`config.mk`:
```
export PLATFORM = sky130hd
export DESIGN_NAME = coef_scan_analyzer
export DESIGN_NICKNAME = d
export VERILOG_FILES = /design/src/rtl/rzz_pkg.sv /design/src/rtl/rzz_addr_map.sv /design/src/rtl/rzz_coef_class.sv /design/src/rtl/coef_scan_analyzer.sv
export SDC_FILE = /design/constraint.sdc
export NUM_CORES = 1
export LEC_CHECK = 0
export ABC_AREA = 1
export BUFFER_PORTS_ARGS = -buffer_cell sky130_fd_sc_hd__buf_4
export CAP_MARGIN = 5
export CORE_MARGIN = 2
export CORE_UTILIZATION = 55
export CTS_CLUSTER_DIAMETER = 200
export DETAILED_ROUTE_END_ITERATION = 10
export GPL_ROUTABILITY_DRIVEN = 0
export PLACE_DENSITY = 0.79
export SLEW_MARGIN = 20
export SYNTH_ARGS = -nofsm -noshare
export SYNTH_HDL_FRONTEND = slang
export SYNTH_SLANG_ARGS = --single-unit
```
`constraint.sdc`:
```
create_clock -name clk -period 2.6 [get_ports clk]
set_input_delay 0.26 -clock clk [delete_from_list [all_inputs] [get_ports clk]]
set_output_delay 0.26 -clock clk [all_outputs]
set_load 0.005 [all_outputs]
```
`src/rtl/rzz_pkg.sv`:
```
package rzz_pkg;

    typedef enum logic [1:0] {
        KIND_FULL = 2'd0,
        KIND_AC   = 2'd1,
        KIND_DC   = 2'd2,
        KIND_ALT  = 2'd3
    } blk_kind_e;

    typedef enum logic [1:0] {
        ST_IDLE = 2'd0,
        ST_SCAN = 2'd1,
        ST_DONE = 2'd2
    } scan_state_e;

    // zig-zag scan position -> raster index of a 4x4 block
    function automatic logic [3:0] zz_raster(input logic [3:0] p);
        logic [3:0] r;
        case (p)
            4'd0:  r = 4'd0;
            4'd1:  r = 4'd1;
            4'd2:  r = 4'd4;
            4'd3:  r = 4'd8;
            4'd4:  r = 4'd5;
            4'd5:  r = 4'd2;
            4'd6:  r = 4'd3;
            4'd7:  r = 4'd6;
            4'd8:  r = 4'd9;
            4'd9:  r = 4'd12;
            4'd10: r = 4'd13;
            4'd11: r = 4'd10;
            4'd12: r = 4'd7;
            4'd13: r = 4'd11;
            4'd14: r = 4'd14;
            default: r = 4'd15;
        endcase
        return r;
    endfunction

endpackage

```
`src/rtl/rzz_addr_map.sv`:
```
module rzz_addr_map
    import rzz_pkg::*;
#(
    parameter int POS_W = 4
) (
    input  blk_kind_e         kind,
    input  logic [POS_W-1:0]  pos,
    output logic [POS_W-1:0]  addr
);

    always_comb begin
        if (kind == KIND_DC) begin
            addr = pos;
        end else begin
            addr = zz_raster(pos);
        end
    end

endmodule

```
`src/rtl/rzz_coef_class.sv`:
```
module rzz_coef_class #(
    parameter int COEF_W = 16
) (
    input  logic [COEF_W-1:0] coef,
    output logic              is_zero,
    output logic              is_unit,
    output logic              is_neg
);

    always_comb begin
        is_zero = (coef == '0);
        is_unit = (coef == COEF_W'(1)) || (coef == '1);
        is_neg  = coef[COEF_W-1];
    end

endmodule

```
`src/rtl/coef_scan_analyzer.sv`:
```
module coef_scan_analyzer
    import rzz_pkg::*;
#(
    parameter int COEF_W = 16
) (
    input  logic                          clk,
    input  logic                          rst_n,
    input  logic                          start,
    input  logic [1:0]                    blk_kind,
    output logic                          rd_en,
    output logic [3:0]                    rd_addr,
    input  logic [COEF_W-1:0]             rd_data,
    output logic                          done,
    output logic [4:0]                    total_coeff,
    output logic [1:0]                    trailing_ones,
    output logic [4:0]                    total_zeros,
    output logic [4:0]                    level_cnt,
    output logic [2:0]                    t1_signs,
    output logic [15:0][COEF_W-1:0]       level_file,
    output logic [15:0][3:0]              run_file
);

    localparam int BLK_N  = 16;
    localparam int DC_N   = 4;
    localparam int POS_W  = $clog2(BLK_N);
    localparam int CNT_W  = $clog2(BLK_N + 1);
    localparam logic [1:0] T1_MAX = 2'd3;

    scan_state_e         state, state_nx;
    blk_kind_e           kind_q;
    logic [POS_W-1:0]    pos;
    logic [POS_W-1:0]    last_pos;
    logic                last_rd;
    logic                accept;
    logic [POS_W-1:0]    run_cnt;
    logic                t1_open;
    logic                c_zero, c_unit, c_neg;
    logic [POS_W-1:0]    tc_idx, prev_idx, lvl_idx;

    assign accept   = start && (state != ST_SCAN);
    assign last_pos = (kind_q == KIND_AC) ? POS_W'(1) : '0;
    assign last_rd  = (pos == last_pos);
    assign tc_idx   = total_coeff[POS_W-1:0];
    assign prev_idx = POS_W'(total_coeff - CNT_W'(1));
    assign lvl_idx  = level_cnt[POS_W-1:0];

    rzz_addr_map #(.POS_W(POS_W)) u_addr (
        .kind (kind_q),
        .pos  (pos),
        .addr (rd_addr)
    );

    rzz_coef_class #(.COEF_W(COEF_W)) u_class (
        .coef    (rd_data),
        .is_zero (c_zero),
        .is_unit (c_unit),
        .is_neg  (c_neg)
    );

    // next-state logic
    always_comb begin
        state_nx = state;
        unique case (state)
            ST_IDLE: if (start) state_nx = ST_SCAN;
            ST_SCAN: if (last_rd) state_nx = ST_DONE;
            ST_DONE: state_nx = start ? ST_SCAN : ST_IDLE;
            default: state_nx = ST_IDLE;
        endcase
    end

    // state register, scan position and latched kind
    always_ff @(posedge clk or negedge rst_n) begin
        if (!rst_n) begin
            state  <= ST_IDLE;
            kind_q <= KIND_FULL;
            pos    <= '0;
        end else begin
            state <= state_nx;
            if (accept) begin
                kind_q <= blk_kind_e'(blk_kind);
                pos    <= (blk_kind_e'(blk_kind) == KIND_DC) ? POS_W'(DC_N - 1)
                                                             : POS_W'(BLK_N - 1);
            end else if (state == ST_SCAN && !last_rd) begin
                pos <= pos - POS_W'(1);
            end
        end
    end

    // outputs decoded from state
    always_comb begin
        rd_en = (state == ST_SCAN);
        done  = (state == ST_DONE);
    end

    // statistics gathered during the reverse pass
    always_ff @(posedge clk or negedge rst_n) begin
        if (!rst_n) begin
            total_coeff   <= '0;
            trailing_ones <= '0;
            total_zeros   <= '0;
            level_cnt     <= '0;
            t1_signs      <= '0;
            level_file    <= '0;
            run_file      <= '0;
            run_cnt       <= '0;
            t1_open       <= 1'b1;
        end else if (accept) begin
            total_coeff   <= '0;
            trailing_ones <= '0;
            total_zeros   <= '0;
            level_cnt     <= '0;
            t1_signs      <= '0;
            level_file    <= '0;
            run_file      <= '0;
            run_cnt       <= '0;
            t1_open       <= 1'b1;
        end else if (state == ST_SCAN) begin
            if (c_zero) begin
                if (total_coeff != '0) begin
                    run_cnt            <= run_cnt + POS_W'(1);
                    total_zeros        <= total_zeros + CNT_W'(1);
                    run_file[prev_idx] <= run_cnt + POS_W'(1);
                end
            end else begin
                run_cnt          <= '0;
                run_file[tc_idx] <= '0;
                total_coeff      <= total_coeff + CNT_W'(1);
                if (t1_open && c_unit && trailing_ones != T1_MAX) begin
                    t1_signs[trailing_ones] <= c_neg;
                    trailing_ones           <= trailing_ones + 2'd1;
                end else begin
                    t1_open             <= 1'b0;
                    level_file[lvl_idx] <= rd_data;
                    level_cnt           <= level_cnt + CNT_W'(1);
                end
            end
        end
    end

    // ---------------- assertions ----------------
    assert_t1_plus_lvl_R8: assert property (@(posedge clk) disable iff (!rst_n)
        int'(trailing_ones) + int'(level_cnt) == int'(total_coeff));

    assert_zero_span_R9: assert property (@(posedge clk) disable iff (!rst_n)
        int'(total_coeff) + int'(total_zeros) <= BLK_N);

    assert_done_pulse_R11: assert property (@(posedge clk) disable iff (!rst_n)
        done |=> !done);

    assert_hold_R11: assert property (@(posedge clk) disable iff (!rst_n)
        (!rd_en && !start) |=> ($stable(total_coeff) && $stable(total_zeros)
                                && $stable(level_file) && $stable(run_file)));

    assert_first_read_R5: assert property (@(posedge clk) disable iff (!rst_n)
        (start && !rd_en) |=> rd_en);

    assert_ac_skips_dc_R3: assert property (@(posedge clk) disable iff (!rst_n)
        (rd_en && kind_q == KIND_AC) |-> rd_addr != 4'd0);

    assert_dc_range_R4: assert property (@(posedge clk) disable iff (!rst_n)
        (rd_en && kind_q == KIND_DC) |-> rd_addr < 4'd4);

    assert_start_ignored_R12: assert property (@(posedge clk) disable iff (!rst_n)
        (rd_en && start) |=> $stable(kind_q));

endmodule

```
# Yosys cells after proc, flatten, opt, wreduce, memory -nomap -nowiden
# Memory sizes are Yosys's and may differ from the RTL's.
# Index checks and enable logic that the tools add are counted.
[word_totals]
regBits = 353
rom_bits = 64
inputBits = 21
out_inout_bits = 346
mem_count = 1
[mem_list]
columns = ["name", "words", "width", "read_ports", "rd_ports_with_merged_regs", "write_ports", "line_no", "text"]
rows = [
  ["(name not given)", 16, 4, 1, 0, 0, "rzz_pkg.sv:19", "case (p)"],
]
[op_classes]
addsub = 7
order_cmp = 8
n_eq_ne = 15
n_mux = 55
bitwise_logic = 2
reduce_logical = 24
[op_table]
columns = ["op", "count"]
rows = [
  ["2-to-1 mux 256 bit", 4],
  ["bitwise mux 256 bit", 1],
  ["2-to-1 mux 64 bit", 4],
  ["bitwise AND 64 bit", 1],
  ["bitwise mux 64 bit", 1],
  ["demux 16 bit (select 4 bit)", 1],
  ["inverter 64 bit", 1],
  ["2-to-1 mux 5 bit", 11],
  ["2-to-1 mux 4 bit", 10],
  ["demux 4 bit (select 4 bit)", 2],
  ["== test 16 x 1 -> 1 bit, second input constant", 1],
  ["== test 16 bit, second input constant", 1],
  ["logical NOT 16 bit", 1],
  ["2-to-1 mux 16 bit", 1],
  ["adder 5 x 1 -> 5 bit, second input constant", 3],
  ["less-than comparator 4 x 5 -> 1 bit, second input constant", 3],
  ["greater-or-equal comparator 4 x 1 -> 1 bit, second input constant", 3],
  ["2-to-1 mux 2 bit", 6],
  ["2-to-1 mux 3 bit", 4],
  ["nonzero test 2 bit", 5],
  ["AND reduction 3 bit", 3],
  ["logical AND 1 bit", 8],
  ["!= test 2 bit, second input constant", 4],
  ["subtractor 4 x 1 -> 4 bit, second input constant", 2],
  ["other kinds (18)", 30],
]

# Depth between registers and ports, before layout
[depth]
word_depth = 10
ltp_mapped = 13
mapped_depth_nobuf = 11

# Hierarchy
# From an unflattened synthesis, not the netlist that was laid out.
[unflattened]
hier_cells = 1796
hier_area_um2 = 15613.7
[by_module_without_submodules]
columns = ["mod", "n_inst", "cells_per_inst", "area_each_um2", "seq_area_each_um2"]
rows = [
  ["coef_scan_analyzer", 1, 1715, 15212.1, 8834.7],
  ["rzz_addr_map", 1, 40, 231.5, 0.0],
  ["rzz_coef_class", 1, 41, 170.2, 0.0],
]

# Worst setup path after synthesis
# No wires, ideal clock.
[synth_timing]
path_type = "reg2reg"
from = "register total_coeff[0]"
to = "register run_file[50] (netlist bit)"
setup_ns = 0.127
arrival_time_ns = 1.829
required_ns = 2.473
setup_slack_ns = 0.644
path_stages_with_launch = 10
synth_period_minus_slack_ns = 1.956
path_cell_list = "dfrtp_1 -> inv_1 -> ha_1 -> or2_2 -> nand2_1 -> nand2_1 -> o21ai_0 -> nand2_1 -> nand2_1 -> o21ai_0"
[synth_between]
elab_chain_cells = 10
word_cells_on_any_way = 21
[synth_rtl]
columns = ["element", "line_no", "text"]
rows = [
  ["start: declaration", "coef_scan_analyzer.sv:14", "output logic [4:0] total_coeff,"],
  ["start signal: assignment", "coef_scan_analyzer.sv:127", "total_coeff <= total_coeff + CNT_W'(1);"],
  ["subtractor 4 x 1 -> 4 bit", "coef_scan_analyzer.sv:44", "assign prev_idx = POS_W'(total_coeff - CNT_W'(1));"],
  ["less-than comparator 4 x 5 -> 1 bit (implied by the code) or greater-or-equal comparator 4 x 1 -> 1 bit (tied branches)", "coef_scan_analyzer.sv:122", "run_file[prev_idx] <= run_cnt + POS_W'(1);"],
  ["logical AND 1 bit (implied by the code)", "coef_scan_analyzer.sv:122", ""],
  ["2-to-1 mux 4 bit (implied by the code)", "coef_scan_analyzer.sv:122", ""],
  ["demux 4 bit (select 4 bit)", "coef_scan_analyzer.sv:122", ""],
  ["bitwise mux 64 bit", "coef_scan_analyzer.sv:122", ""],
  ["2-to-1 mux 64 bit", "coef_scan_analyzer.sv:119", "if (total_coeff != '0) begin"],
  ["2-to-1 mux 64 bit", "coef_scan_analyzer.sv:118", "if (c_zero) begin"],
  ["2-to-1 mux 64 bit", "coef_scan_analyzer.sv:117", "end else if (state == ST_SCAN) begin"],
  ["2-to-1 mux 64 bit", "coef_scan_analyzer.sv:107", "end else if (accept) begin"],
  ["end signal: indexed assignment", "coef_scan_analyzer.sv:122", ""],
  ["end: declaration", "coef_scan_analyzer.sv:20", "output logic [15:0][3:0] run_file"],
]
# Parallel ways exist; a longest one is shown, timed or not. The select of a mux whose other input is x is not followed.
# A chain may end at the register's enable or synchronous reset.

# Worst setup path in the final report
[layout_timing]
from = "register pos[0]"
to = "output port rd_addr[2]"
[layout_between]
elab_chain_cells = 2
[layout_rtl]
columns = ["element", "line_no", "text"]
rows = [
  ["start: declaration", "coef_scan_analyzer.sv:31", "logic [POS_W-1:0] pos;"],
  ["start signal: assignment", "coef_scan_analyzer.sv:81", "pos <= (blk_kind_e'(blk_kind) == KIND_DC) ? POS_W'(DC_N - 1)"],
  ["start signal: assignment", "coef_scan_analyzer.sv:84", "pos <= pos - POS_W'(1);"],
  ["memory read (16 x 4 bit)", "-", ""],
  ["2-to-1 mux 4 bit", "rzz_addr_map.sv:12", "if (kind == KIND_DC) begin"],
  ["end: declaration", "coef_scan_analyzer.sv:11", "output logic [3:0] rd_addr,"],
]
# No other way between the ends.

==> metrics.yaml <==
hold_class: "primary input to flip-flop"
n_antenna_cell: 0
seq_power_share: 0.378
drv_slew: 0
initial_core_util: 0.5630
p_sw_frac: 0.3790
yosysSeqAreaShare: 0.5437
r2r_slack_ns: 0.27
post-dp-hpwl_mm: 34.37
min-delay-start: "blk_kind[1]"
p_switching_mw: 7.823
synth_compound_area_frac: 0.08517
wire_per_inst_um: 19.51
ys.flop_type: "dfrtp_1"
seqCellArea_um2: 8836
critPathMaxFanout: 10
yosysMostFrequentCell: "nand2_1"
worstPathRequired_ns: 2.34
nNetsFinal: 2285
synth_xor_area_frac: 0.002695
die_h_um: 175.9
yosys.area.top_type: "dfrtp_1"
worst_pin_slew_ns: 0.7124
die_w_um: 175.9
grtUsageTotal: 0.3299
peakVddDrop_mv: 0.5654
stdcell_area_um2: 20420
core-area_um2: 28860
cp_data_arrival_time_ns: 2.13
path_cells: "inv_1 -> ha_1 -> o21ai_0 -> a31oi_1 -> buf_4"
p_int_mw: 12.82
leakage_nw: 10.92
wl_mm: 51.67
synth_area_um2: 16250
postCtsSetupBuffers: 0
numPortBuffers: 366
fin_setup_tns_ns: 0
fin_crit_sh: 0.9197
r2r_cells: 10
antenna_found_initial: 0
min_to: "kind_q[1]"
numCtsBuffers: 37
grt_max_degree: 161
yosysWarnings: 0
ys_types: 36
worst-setup-path-type: "flip-flop to output pin"
synth-seq-cells: 353
drtIter0Drc: 1772
fin_skew_ns: 0.01647
synth_area_leaders: "dfrtp_1, nand2_1, nand3_1"
overflow: 0
drt-vias-per-instance: 5.750
detail-route-antenna-nets: 0
dieArea_um2: 30930
grt_pass1_vias: 14690
yosys.area.top_type_share: 0.5421
power_density_nw_per_um2: 1011
grt_pass1_wl_mm: 80.26
timing.critical_path.to_type: "output pin"
worst_r2r_endpoint: "level_file[16]"
max_clock_freq_mhz: 418.2
whs_path_depth: 3
start_kind: "flip-flop"
syn2layout_area_growth_pct: 25.68
cts_buffer_depth: 3
drive_gt1_frac: 0.2230
num_vias: 15230
io_pins: 367
root_buffer: "clkbuf_16"
rows: 62
htreeDepth: 2
fillers: 2241
synthAdderAreaFrac: 0.01925
rsz0062_at_grt: "no"
p_clk_frac: 0.256
synth-edff-count: 0
syn_inst: 1909
synth_top_family_by_area: "simple AND/OR/NAND/NOR gates"
clock_sinks: 353
comb_power_share: 0.366
clk_pin_slew_ns: 0.06
relSlewSlack: 0.5251
maxCapViolCount: 0
cpPeakStageDelay_ns: 0.52
crit_slowest_cell: "dfrtp_1"
finalSetupViolCount: 0
drcViolationCount: 0
clkLatencyLatePin_ns: 0.53
cts_tree: "yes"
finalHoldViolCount: 0
synthTopCellsByCount: "nand2_1, nand3_1, dfrtp_1"
status: "complete, no violations"
worstReg2RegStart: "state[0]"
place_area_um2: 19190
synthArstFlopShare: 1.000
period_needed_ns: 2.391
syn_nets: 1955
total_power_mw: 20.64
drt_first_pass_iters: 6
synthSimpleGateAreaFrac: 0.2907
syn_avg_cell_area_um2: 8.511
multiInputGateArea_um2: 6469
synthMuxAreaShare: 0
[sequential cells by signal, summed over array words and instances, names as in the netlist]
signal / flops
level_file: 256
level_cnt: 5
pos: 4
t1_open: 1
total_coeff: 5
run_cnt: 4
t1_signs: 3
run_file: 64
trailing_ones: 2
total_zeros: 5
state: 2
kind_q: 2
[placed cells by master, fill, tap and decap left out, drive strengths merged]
cell type    count
clkbuf          56
xnor2            1
nand3          370
dlygate4sd3      2
dfrtp          352
nor2           167
a31o             1
nor3             3
xor2             4
ha              25
nand2          512
inv             80
nor3b            1
buf            401
nand4            7
o211ai           1
o31ai            1
or2              2
o21ai          192
a31oi            2
bufinv           1
o22ai            1
dfstp            1
a21oi           76
clkinv           6
[critical path, delay by kind of cell, from the launching register on]
family | cells | cell delay, ns
buffers and inverters | 2 | 0.31
flip-flops | 1 | 0.52
AO/OA/AOI/OAI | 2 | 0.39
adder cells (fa/ha/maj) | 1 | 0.38
[what timing repair did]
item                                    in CTS  in global routing
endpoints found under the setup margin       0                 14
gates resized for setup                      0                  6
hold buffers                                 2                  0
endpoints found under the hold margin       48                  0
[routing by layer]
| layer | up-vias | track usage | routed length [um] | part of all wire |
|---|---|---|---|---|
| li1 | 6960 | - | - | - |
| met1 | 7321 | 0.4296 | 20160 | 0.39 |
| met2 | 791 | 0.5241 | 24060 | 0.47 |
| met3 | 161 | 0.08636 | 5219 | 0.10 |
| met4 | 0 | 0.1446 | 2234 | 0.043 |
| met5 | - | 0 | 0 | 0 |
[kinds of logic (layout without fill, tap and decap cells)]
logic type      Yosys count  count (layout)
compound gates          274             274
xor+xnor                  5               5
fa+ha+maj                25              25
buf+inv                 190             546
flops                   353             353
simple gates           1062            1062
[power by group through the flow]
| stage | sequential (mW) | combinational [mW] | clock (mW) |
|---|---|---|---|
| 6_report | 7.80 | 7.55 | 5.29 |
| 5_1_grt | 7.93 | 8.23 | 5.58 |
| 4_1_cts | 7.77 | 7.52 | 5.32 |
| 3_5_place_dp | 7.83 | 7.46 | 0 |
| 3_3_place_gp | 7.79 | 7.23 | 0 |
| 2_1_floorplan | 7.72 | 3.97 | 0 |
[final cells by class]
| type | count | area share |
|---|---|---|
| flip-flops and latches | 353 | 0.4327 |
| multi-input cells | 1366 | 0.3168 |
| repair buffers | 403 | 0.1531 |
| clock buffers | 56 | 0.05533 |
| well taps | 384 | 0.02353 |
| inverters | 78 | 0.01483 |
| clock inverters | 9 | 0.003799 |
[how the worst max path moves through the flow]
stage | start | end | slack [ns]
6_report | pos[0] | rd_addr[2] | 0.21
5_1_grt | total_coeff[1] | run_file[46] | 0.07
4_1_cts | total_coeff[0] | run_file[59] | 0.09
3_5_place_dp | total_coeff[0] | run_file[59] | 0.15
3_3_place_gp | total_coeff[0] | run_file[61] | 0.36
2_1_floorplan | total_coeff[0] | run_file[50] | 0.64
[metrics by stage]
stage                 util  instances  hold WS (ns)  setup WS, ns
floorplan                -       1909      -0.03559        0.6439
global placement    0.6650       2582        0.2165        0.3599
detailed placement  0.6650       2582        0.2160        0.1467
CTS                 0.7075       2649       0.01450       0.09345
global route        0.7076       2649       0.03574       0.06546
finish              0.7076       2649       0.02220        0.2087
(Power assumes the default switching activity.)
